===== src/rtl/mprx_pkg.sv =====
package mprx_pkg;
    typedef enum logic [2:0] {
        RX_IDLE,
        RX_START,
        RX_DATA,
        RX_NINTH,
        RX_STOP
    } rx_state_t;
endpackage


===== src/rtl/mprx_sync.sv =====
module mprx_sync #(
    parameter int  STAGES  = 2,
    parameter logic RST_VAL = 1'b1
) (
    input  logic clk,
    input  logic rst_n,
    input  logic d_i,
    output logic q_o
);
    logic [STAGES-1:0] pipe;

    always_ff @(posedge clk or negedge rst_n) begin
        if (!rst_n) pipe <= {STAGES{RST_VAL}};
        else        pipe <= {pipe[STAGES-2:0], d_i};
    end

    assign q_o = pipe[STAGES-1];
endmodule


===== src/rtl/mprx_vote.sv =====
module mprx_vote #(
    parameter int OVS  = 16,
    parameter int PH_W = $clog2(OVS)
) (
    input  logic            clk,
    input  logic            rst_n,
    input  logic            tick_i,
    input  logic            line_i,
    input  logic [PH_W-1:0] phase_i,
    output logic            vote_o
);
    localparam int MID = OVS / 2;

    logic [2:0] samp;

    // three taps centred on mid-bit
    for (genvar k = 0; k < 3; k++) begin : g_tap
        always_ff @(posedge clk or negedge rst_n) begin
            if (!rst_n)
                samp[k] <= 1'b1;
            else if (tick_i && phase_i == PH_W'(MID - 1 + k))
                samp[k] <= line_i;
        end
    end

    assign vote_o = (samp[0] & samp[1]) | (samp[0] & samp[2]) | (samp[1] & samp[2]);
endmodule


===== src/rtl/mprx_addr_match.sv =====
module mprx_addr_match #(
    parameter int W = 8
) (
    input  logic [W-1:0] byte_i,
    input  logic [W-1:0] addr_i,
    input  logic [W-1:0] mask_i,
    output logic         hit_o
);
    logic [W-1:0] bcast;
    logic         own_hit;
    logic         bc_hit;

    always_comb begin
        bcast   = addr_i | mask_i;
        own_hit = ((byte_i ^ addr_i) & mask_i) == '0;
        bc_hit  = (byte_i & bcast) == bcast;
        hit_o   = own_hit | bc_hit;
    end
endmodule


===== src/rtl/mprx_receiver.sv =====
module mprx_receiver
    import mprx_pkg::*;
#(
    parameter int DATA_W = 8,
    parameter int OVS    = 16
) (
    input  logic              clk,
    input  logic              rst_n,
    input  logic              rxd_i,
    input  logic              tick16_i,
    input  logic              frame9_i,
    input  logic              mp_en_i,
    input  logic [DATA_W-1:0] addr_i,
    input  logic [DATA_W-1:0] mask_i,
    input  logic              flag_clr_i,
    output logic [DATA_W-1:0] rx_data_o,
    output logic              rx_bit9_o,
    output logic              rx_done_o,
    output logic              frame_err_o
);
    localparam int PH_W  = $clog2(OVS);
    localparam int BIT_W = $clog2(DATA_W);

    rx_state_t         st, st_nx;
    logic              line_s;
    logic              vote;
    logic              hit;
    logic [PH_W-1:0]   phase;
    logic [BIT_W-1:0]  bit_idx;
    logic [DATA_W-1:0] shreg;
    logic              d8_q;
    logic              bit_end;
    logic              frame_end;
    logic              ninth_eff;
    logic              accept;
    logic              take;

    mprx_sync #(.STAGES(2), .RST_VAL(1'b1)) u_sync (
        .clk   (clk),
        .rst_n (rst_n),
        .d_i   (rxd_i),
        .q_o   (line_s)
    );

    mprx_vote #(.OVS(OVS), .PH_W(PH_W)) u_vote (
        .clk     (clk),
        .rst_n   (rst_n),
        .tick_i  (tick16_i),
        .line_i  (line_s),
        .phase_i (phase),
        .vote_o  (vote)
    );

    mprx_addr_match #(.W(DATA_W)) u_match (
        .byte_i (shreg),
        .addr_i (addr_i),
        .mask_i (mask_i),
        .hit_o  (hit)
    );

    assign bit_end   = tick16_i && (phase == PH_W'(OVS - 1));
    assign frame_end = (st == RX_STOP) && bit_end;
    // short frames: stop bit stands in for the ninth bit
    assign ninth_eff = frame9_i ? d8_q : vote;
    assign accept    = !mp_en_i || (ninth_eff && hit);
    assign take      = frame_end && accept && (!rx_done_o || flag_clr_i);

    // state register
    always_ff @(posedge clk or negedge rst_n) begin
        if (!rst_n) st <= RX_IDLE;
        else        st <= st_nx;
    end

    // transitions
    always_comb begin
        st_nx = st;
        unique case (st)
            RX_IDLE:  if (tick16_i && !line_s) st_nx = RX_START;
            RX_START: if (bit_end) st_nx = vote ? RX_IDLE : RX_DATA;
            RX_DATA:  if (bit_end && bit_idx == BIT_W'(DATA_W - 1))
                          st_nx = frame9_i ? RX_NINTH : RX_STOP;
            RX_NINTH: if (bit_end) st_nx = RX_STOP;
            RX_STOP:  if (bit_end) st_nx = RX_IDLE;
            default:  st_nx = RX_IDLE;
        endcase
    end

    // frame datapath
    always_ff @(posedge clk or negedge rst_n) begin
        if (!rst_n) begin
            phase   <= '0;
            bit_idx <= '0;
            shreg   <= '0;
            d8_q    <= 1'b0;
        end else begin
            if (st == RX_IDLE)  phase <= '0;
            else if (tick16_i)  phase <= phase + 1'b1;
            if (st == RX_START) bit_idx <= '0;
            if (st == RX_DATA && bit_end) begin
                shreg   <= {vote, shreg[DATA_W-1:1]};
                bit_idx <= bit_idx + 1'b1;
            end
            if (st == RX_NINTH && bit_end) d8_q <= vote;
        end
    end

    // outputs
    always_ff @(posedge clk or negedge rst_n) begin
        if (!rst_n) begin
            rx_data_o   <= '0;
            rx_bit9_o   <= 1'b0;
            rx_done_o   <= 1'b0;
            frame_err_o <= 1'b0;
        end else begin
            if (frame_end) frame_err_o <= !vote;
            if (take) begin
                rx_data_o <= shreg;
                rx_bit9_o <= ninth_eff;
                rx_done_o <= 1'b1;
            end else if (flag_clr_i) begin
                rx_done_o <= 1'b0;
            end
        end
    end
endmodule


===== config.mk =====
export PLATFORM = sky130hd
export DESIGN_NAME = mprx_receiver
export DESIGN_NICKNAME = d
export VERILOG_FILES = /design/src/rtl/mprx_pkg.sv /design/src/rtl/mprx_sync.sv /design/src/rtl/mprx_vote.sv /design/src/rtl/mprx_addr_match.sv /design/src/rtl/mprx_receiver.sv
export SDC_FILE = /design/constraint.sdc
export NUM_CORES = 1
export LEC_CHECK = 0
export ABC_AREA = 1
export BUFFER_PORTS_ARGS = -buffer_cell sky130_fd_sc_hd__buf_2
export CAP_MARGIN = 20
export CORE_MARGIN = 2
export CORE_UTILIZATION = 25
export CTS_BUF_LIST = sky130_fd_sc_hd__clkbuf_4 sky130_fd_sc_hd__clkbuf_8
export DETAILED_ROUTE_END_ITERATION = 12
export PLACE_DENSITY = 0.43
export SETUP_SLACK_MARGIN = 0.1
export SYNTH_ARGS = -nofsm -noshare
export SYNTH_HDL_FRONTEND = slang
export SYNTH_HIERARCHICAL = 1
export SYNTH_SLANG_ARGS = --single-unit

===== constraint.sdc =====
create_clock -name clk -period 3.3 [get_ports clk]
set_clock_uncertainty 0.1 [all_clocks]
set_input_delay 0.165 -clock clk [delete_from_list [all_inputs] [get_ports clk]]
set_output_delay 0.165 -clock clk [all_outputs]
set_load 0.05 [all_outputs]

# Word-level counts from Yosys, hierarchy flattened
# Cells that the tools add are included.
[op_classes]
addsub = 2
eq_ne = 15
n_mux = 15
bitwise_logic = 10
n_reduce_logical = 24
[ops]
columns = ["operator", "count"]
rows = [
  ["$mux 3", 8],
  ["$and 8x8->8", 2],
  ["$pmux 3 s5", 1],
  ["$eq 4x4->1 const B", 3],
  ["$logic_and 1x1->1", 12],
  ["$ne 2x2->1 const B", 5],
  ["$eq 8x8->1", 1],
  ["$logic_not 8->1", 1],
  ["$mux 4", 2],
  ["$or 8x8->8", 1],
  ["$xor 8x8->8", 1],
  ["$eq 3x2->1 const B", 2],
  ["$eq 3x3->1 const B", 2],
  ["$reduce_bool 2->1", 3],
  ["$reduce_and 5->1", 1],
  ["$add 4x1->4 const B", 1],
  ["$eq 4x3->1 const B", 1],
  ["$logic_not 1->1", 4],
  ["$add 3x1->3 const B", 1],
  ["$and 1x1->1", 3],
  ["$eq 3x1->1 const B", 1],
  ["$logic_not 3->1", 1],
  ["$mux 1", 3],
  ["$or 1x1->1", 3],
  ["2 further kinds", 3],
]
[word_totals]
regBits = 35
input_bits = 23
wordCells = 79

# Depth between registers and ports, before layout
[depth]
depth_word = 9
mapped_depth = 12
ltp_nobuf = 12

# By module
# The synthesis kept the hierarchy.
[by_module_without_submodules]
columns = ["module", "instances", "cells_each", "area_each_um2", "seq_area_each_um2"]
rows = [
  ["mprx_receiver", 1, 166, 1455.1, 750.7],
  ["mprx_addr_match", 1, 63, 261.5, 0.0],
  ["mprx_vote", 1, 28, 191.4, 78.8],
  ["mprx_sync", 1, 2, 52.6, 52.6],
]

# Worst setup path after synthesis
# Ideal clock, no wire load.
[synth_timing]
kind = "register to register"
start = "reg u_vote.samp[2]"
end = "reg rx_bit9_o"
setup_ps = 119
arrival_ps = 1289
path_slack_ps = 1792
path_stages_with_launch = 9
n_path_buf = 0
cell_sequence = "dfstp_2 maj3_1 inv_1 nand2_1 nand3_1 nand2_2 nand3_4 nand2_1 nand2_1"
[synth_between]
elab_chain_cells = 8
elab_cells_between_ends = 9
[synth_lines]
columns = ["item", "line_no", "source"]
rows = [
  ["start: declaration", "mprx_vote.sv:14", "logic [2:0] samp;"],
  ["start signal: indexed assignment", "mprx_vote.sv:22", "samp[k] <= line_i;"],
  ["$and 1x1->1", "mprx_vote.sv:26", "assign vote_o = (samp[0] & samp[1]) | (samp[0] & samp[2]) | (samp[1] & samp[2]);"],
  ["$or 1x1->1", "mprx_vote.sv:26", ""],
  ["$or 1x1->1 *", "mprx_vote.sv:26", ""],
  ["net vote", "mprx_receiver.sv:26", "logic vote;"],
  ["$mux 1 *", "mprx_receiver.sv:64", "assign ninth_eff = frame9_i ? d8_q : vote;"],
  ["$logic_and 1x1->1", "mprx_receiver.sv:65", "assign accept = !mp_en_i || (ninth_eff && hit);"],
  ["$logic_or 1x1->1", "mprx_receiver.sv:65", ""],
  ["$logic_and 1x1->1 (2 in series)", "mprx_receiver.sv:66", "assign take = frame_end && accept && (!rx_done_o || flag_clr_i);"],
  ["end signal: assignment", "mprx_receiver.sv:118", "rx_bit9_o <= ninth_eff;"],
  ["end: declaration", "mprx_receiver.sv:17", "output logic rx_bit9_o,"],
]
# Mark *: on every way through the listed nets, which the timed path passes. The rest lies on a longest branch.
# A chain may end at the register's enable or synchronous reset.

# Final worst setup path
[layout_timing]
start = "reg shreg[5]"
end = "reg rx_bit9_o"
[layout_between]
elab_chain_cells = 8
elab_cells_between_ends = 10
[layout_lines]
columns = ["item", "line_no", "source"]
rows = [
  ["start: declaration", "mprx_receiver.sv:30", "logic [DATA_W-1:0] shreg;"],
  ["start signal: assignment", "mprx_receiver.sv:100", "shreg <= {vote, shreg[DATA_W-1:1]};"],
  ["$xor 8x8->8", "mprx_addr_match.sv:15", "own_hit = ((byte_i ^ addr_i) & mask_i) == '0;"],
  ["$and 8x8->8", "mprx_addr_match.sv:15", ""],
  ["$logic_not 8->1", "mprx_addr_match.sv:15", ""],
  ["$or 1x1->1 *", "mprx_addr_match.sv:17", "hit_o = own_hit | bc_hit;"],
  ["net hit", "mprx_receiver.sv:27", "logic hit;"],
  ["$logic_and 1x1->1 *", "mprx_receiver.sv:65", ""],
  ["$logic_or 1x1->1 *", "mprx_receiver.sv:65", ""],
  ["$logic_and 1x1->1 * (2 in series)", "mprx_receiver.sv:66", ""],
]
# Marked as above.

==> key figures <==
Global routing
  • Most utilized layer in the global route result: met2
  • GR met3 Demand/Resource: 2.20%
  • Remaining global-route overflow: 0
  • Routing usage on met1: 14.6%
  • Initial antenna violation count: 0
  • Met2 usage: 16.8%
  • First-pass GRT wire length: 7290 um
  • Total track usage: 10.7%
  • Pin count of the biggest net entering global routing: 36
  • Vias in the first global route: between 1500 and 2000

Power and ir drop
  • Total leakage power: 1.28 nW
  • Power per Cell Area: about 520 nW/um^2
  • Peak VDD IR: roughly 170 uV

Critical path
  • Max stage delay on crit path: 0.45 ns
  • Critical register-to-register path endpoint: rx_bit9_o
  • Critical path's slowest cell: dfrtp_1
  • CP startpoint kind: register
  • Max FO, Critical Path: 10
  • CP Launch Point: shreg[5]
  • Crit path kind: reg2reg
  • Required time of the critical path: 3.38 ns
  • CP Data Arrival Time: 1.82 ns
  • Most Frequent Cell on Critical Path: nand2_1
  • Reg2Reg Depth: 12
  • CP delay by family, top: simple AND/OR/NAND/NOR gates
  • Critical Path End Type: register
  • Critical path buffer and inverter count: 1
  • Crit path cell chain: inv_1, nand2_1, nand3_1, nand2_1, nor2_1, nand2_1, nand2_1, nand3_1, nand2_2, nand3_4, nand2_1, nand2_1
  • Reg2reg start: shreg[5]
  • Flop2flop setup slack: between 1.5 and 2 ns

Floorplan
  • Die Y: between 90 and 100 um
  • Die Wd: 92.6 um
  • Top Ports: 34
  • Starting density of the core: about a quarter
  • Die area: 8570 um^2
  • # rows: 32
  • Core Box Area: approximately 7600 um^2

Timing
  • Final-report max-slew violation count: 0
  • Crit path time final: about 1.7 ns
  • Relative slew slack: 47.4%
  • Final Hold Viols: 0
  • Setup TNS: 0 ns
  • Worst-Margin Slew: 0.789 ns
  • Crit share post-route: 52.8%
  • Final setup vio count: 0
  • Peak Freq: 574 MHz
  • Setup repair after global routing missed its margin: false

Worst hold path
  • Hold depth: 3
  • WHS Endpoint: u_vote/samp[1]
  • Hold Startpoint: tick16_i
  • Hold crit path type: in2reg

Final layout
  • Fin area: 2350 um^2
  • Ratio of cells with drive above 1 in the final layout: 21.5%
  • P&R area growth vs syn: 19.8%
  • Most frequent cells in the layout: nand2_1, inv_1, buf_2, dfrtp_1, nand3_1
  • Util after Layout: a little under a third
  • # diodes: 0
  • Most common cell after layout, fill and taps aside: nand2_1
  • Nets: 323

Yosys
  • Post-synthesis cell area: 1960 um^2
  • Ys async rst share: between 90% and 100%
  • FF+latch count, synth: 35
  • Yosys warns: 6
  • Post-synth EDFFs: 0
  • Unique cell type count in the Yosys netlist: 26
  • Mean Syn Cell Area: 7.57 um^2
  • Post-Syn Nets: 285
  • Sequential fraction of the synthesis area: ~45%
  • Post-Syn Instances: 259
  • Main synth FF type: dfrtp_1

CTS
  • TritonCTS Buffers: 5
  • CTS H-tree lvls: 2
  • Reg clk slew, reported paths: around 0.080 ns
  • Skew-Pair Late Insertion Delay: 0.28 ns
  • Root Buffer: clkbuf_8
  • Num Clock Sinks: 35
  • CTS tree: yes
  • Worst-case clock buffer depth: 2

Route
  • DRC Markers: 0
  • Post-route ant nets: 0
  • Routed WL: 4230 um
  • DR pass1 iterations: 4
  • DR vias/cell: between 4 and 5
  • Vias: around 1700
  • DRT iter0 DRCs: 97
  • DR WL/cell: approximately 11 um

Place
  • Port bufs: 33
  • Routability Congestion: 0.724
  • Estimated wirelength of the detail-placed design: 3240 um
  • DP Area: 2220 um^2

Status
  • Run status: finished clean

Flow run
  • Max cap viols: 0
[worst reg2reg max path, delay by kind of cell (launching register included)]
family	cells	cell delay (ns)
buffers and inverters	1	0.10
flip-flops	1	0.45
AND/OR/NAND/NOR	11	1.01
[cells by family (layout without fill, tap and decap cells)]
group,count (synthesis),in the layout,share of synthesized area (%)
buffers and inverters,43,82,9.38
AOI/OAI and AO/OA,25,25,7.66
DFF,35,35,45.0
adders and majority gates,4,4,2.43
xor gates and xnor gates,1,1,0.447
and+or+nand+nor,151,151,35.1
[per-layer routing]
metal / vias to the layer above / part of all wire, %
met5: - / 0
met4: 0 / 0.95
met3: 2 / 2.4
met2: 20 / 46
met1: 745 / 50
li1: 890 / -
[flip-flops by register name, summed over array words and instances, names as in the netlist]
name         count
rx_done_o        1
shreg            8
frame_err_o      1
d8_q             1
rx_bit9_o        1
bit_idx          3
u_sync/pipe      2
u_vote/samp      3
rx_data_o        8
st               3
phase            4
[final cells by class]
cell class              count  area (um^2)
well taps                 102          128
inverters                  39          146
fillers                   831         5300
repair buffers             35          185
flip-flops and latches     35          882
multi-input cells         181          895
clock inverters             3         43.8
clock buffers               5         68.8
[stage by stage]
step           instances  hold WS (ns)  setup WS (ns)  power [mW]
2_1_floorplan        259        -0.231           1.79       0.751
3_3_place_gp         390         0.170           1.53       0.837
3_5_place_dp         390         0.172           1.54       0.832
4_1_cts              400         0.123           1.53        1.23
5_1_grt              400         0.143           1.31        1.31
6_report             400         0.130           1.56        1.21
[power breakdown]
part           internal (mW)  leakage, nW  switching, mW  total [mW]
Clock                  0.225       0.0581          0.163       0.388
Sequential             0.478        0.450         0.0541       0.532
Combinational          0.104        0.774          0.189       0.293
[synth_stat cells (2+ instances only)]
master | count | area (um^2)
buf_6 | 3 | 33.8
nor2_1 | 14 | 52.6
nand3_2 | 2 | 20.0
o21ai_1 | 8 | 40.0
o21ai_2 | 6 | 52.6
dfstp_2 | 5 | 131
nand4_1 | 11 | 68.8
nand2_1 | 94 | 353
nor2_2 | 3 | 18.8
dfrtp_1 | 30 | 751
a21oi_1 | 4 | 20.0
o21ai_0 | 6 | 30.0
nand2_2 | 3 | 18.8
inv_1 | 38 | 143
nand3_1 | 19 | 95.1
ha_1 | 3 | 37.5
[what timing repair did]
item / 4_1_cts / 5_1_grt
setup buffers: 0 / 0
endpoints found under the hold margin: 31 / 0
hold buffers: 2 / 0
resized for setup: 0 / 0
[worst max-delay path by stage]
stage               depth (start not counted)  slack, ns           end
floorplan                                   8       1.79     rx_bit9_o
global placement                           12       1.53  rx_data_o[7]
detailed placement                         12       1.54     rx_bit9_o
CTS                                        12       1.53     rx_bit9_o
global route                               12       1.31  rx_data_o[4]
finish                                     12       1.56     rx_bit9_o
(Power assumes the default switching activity.)
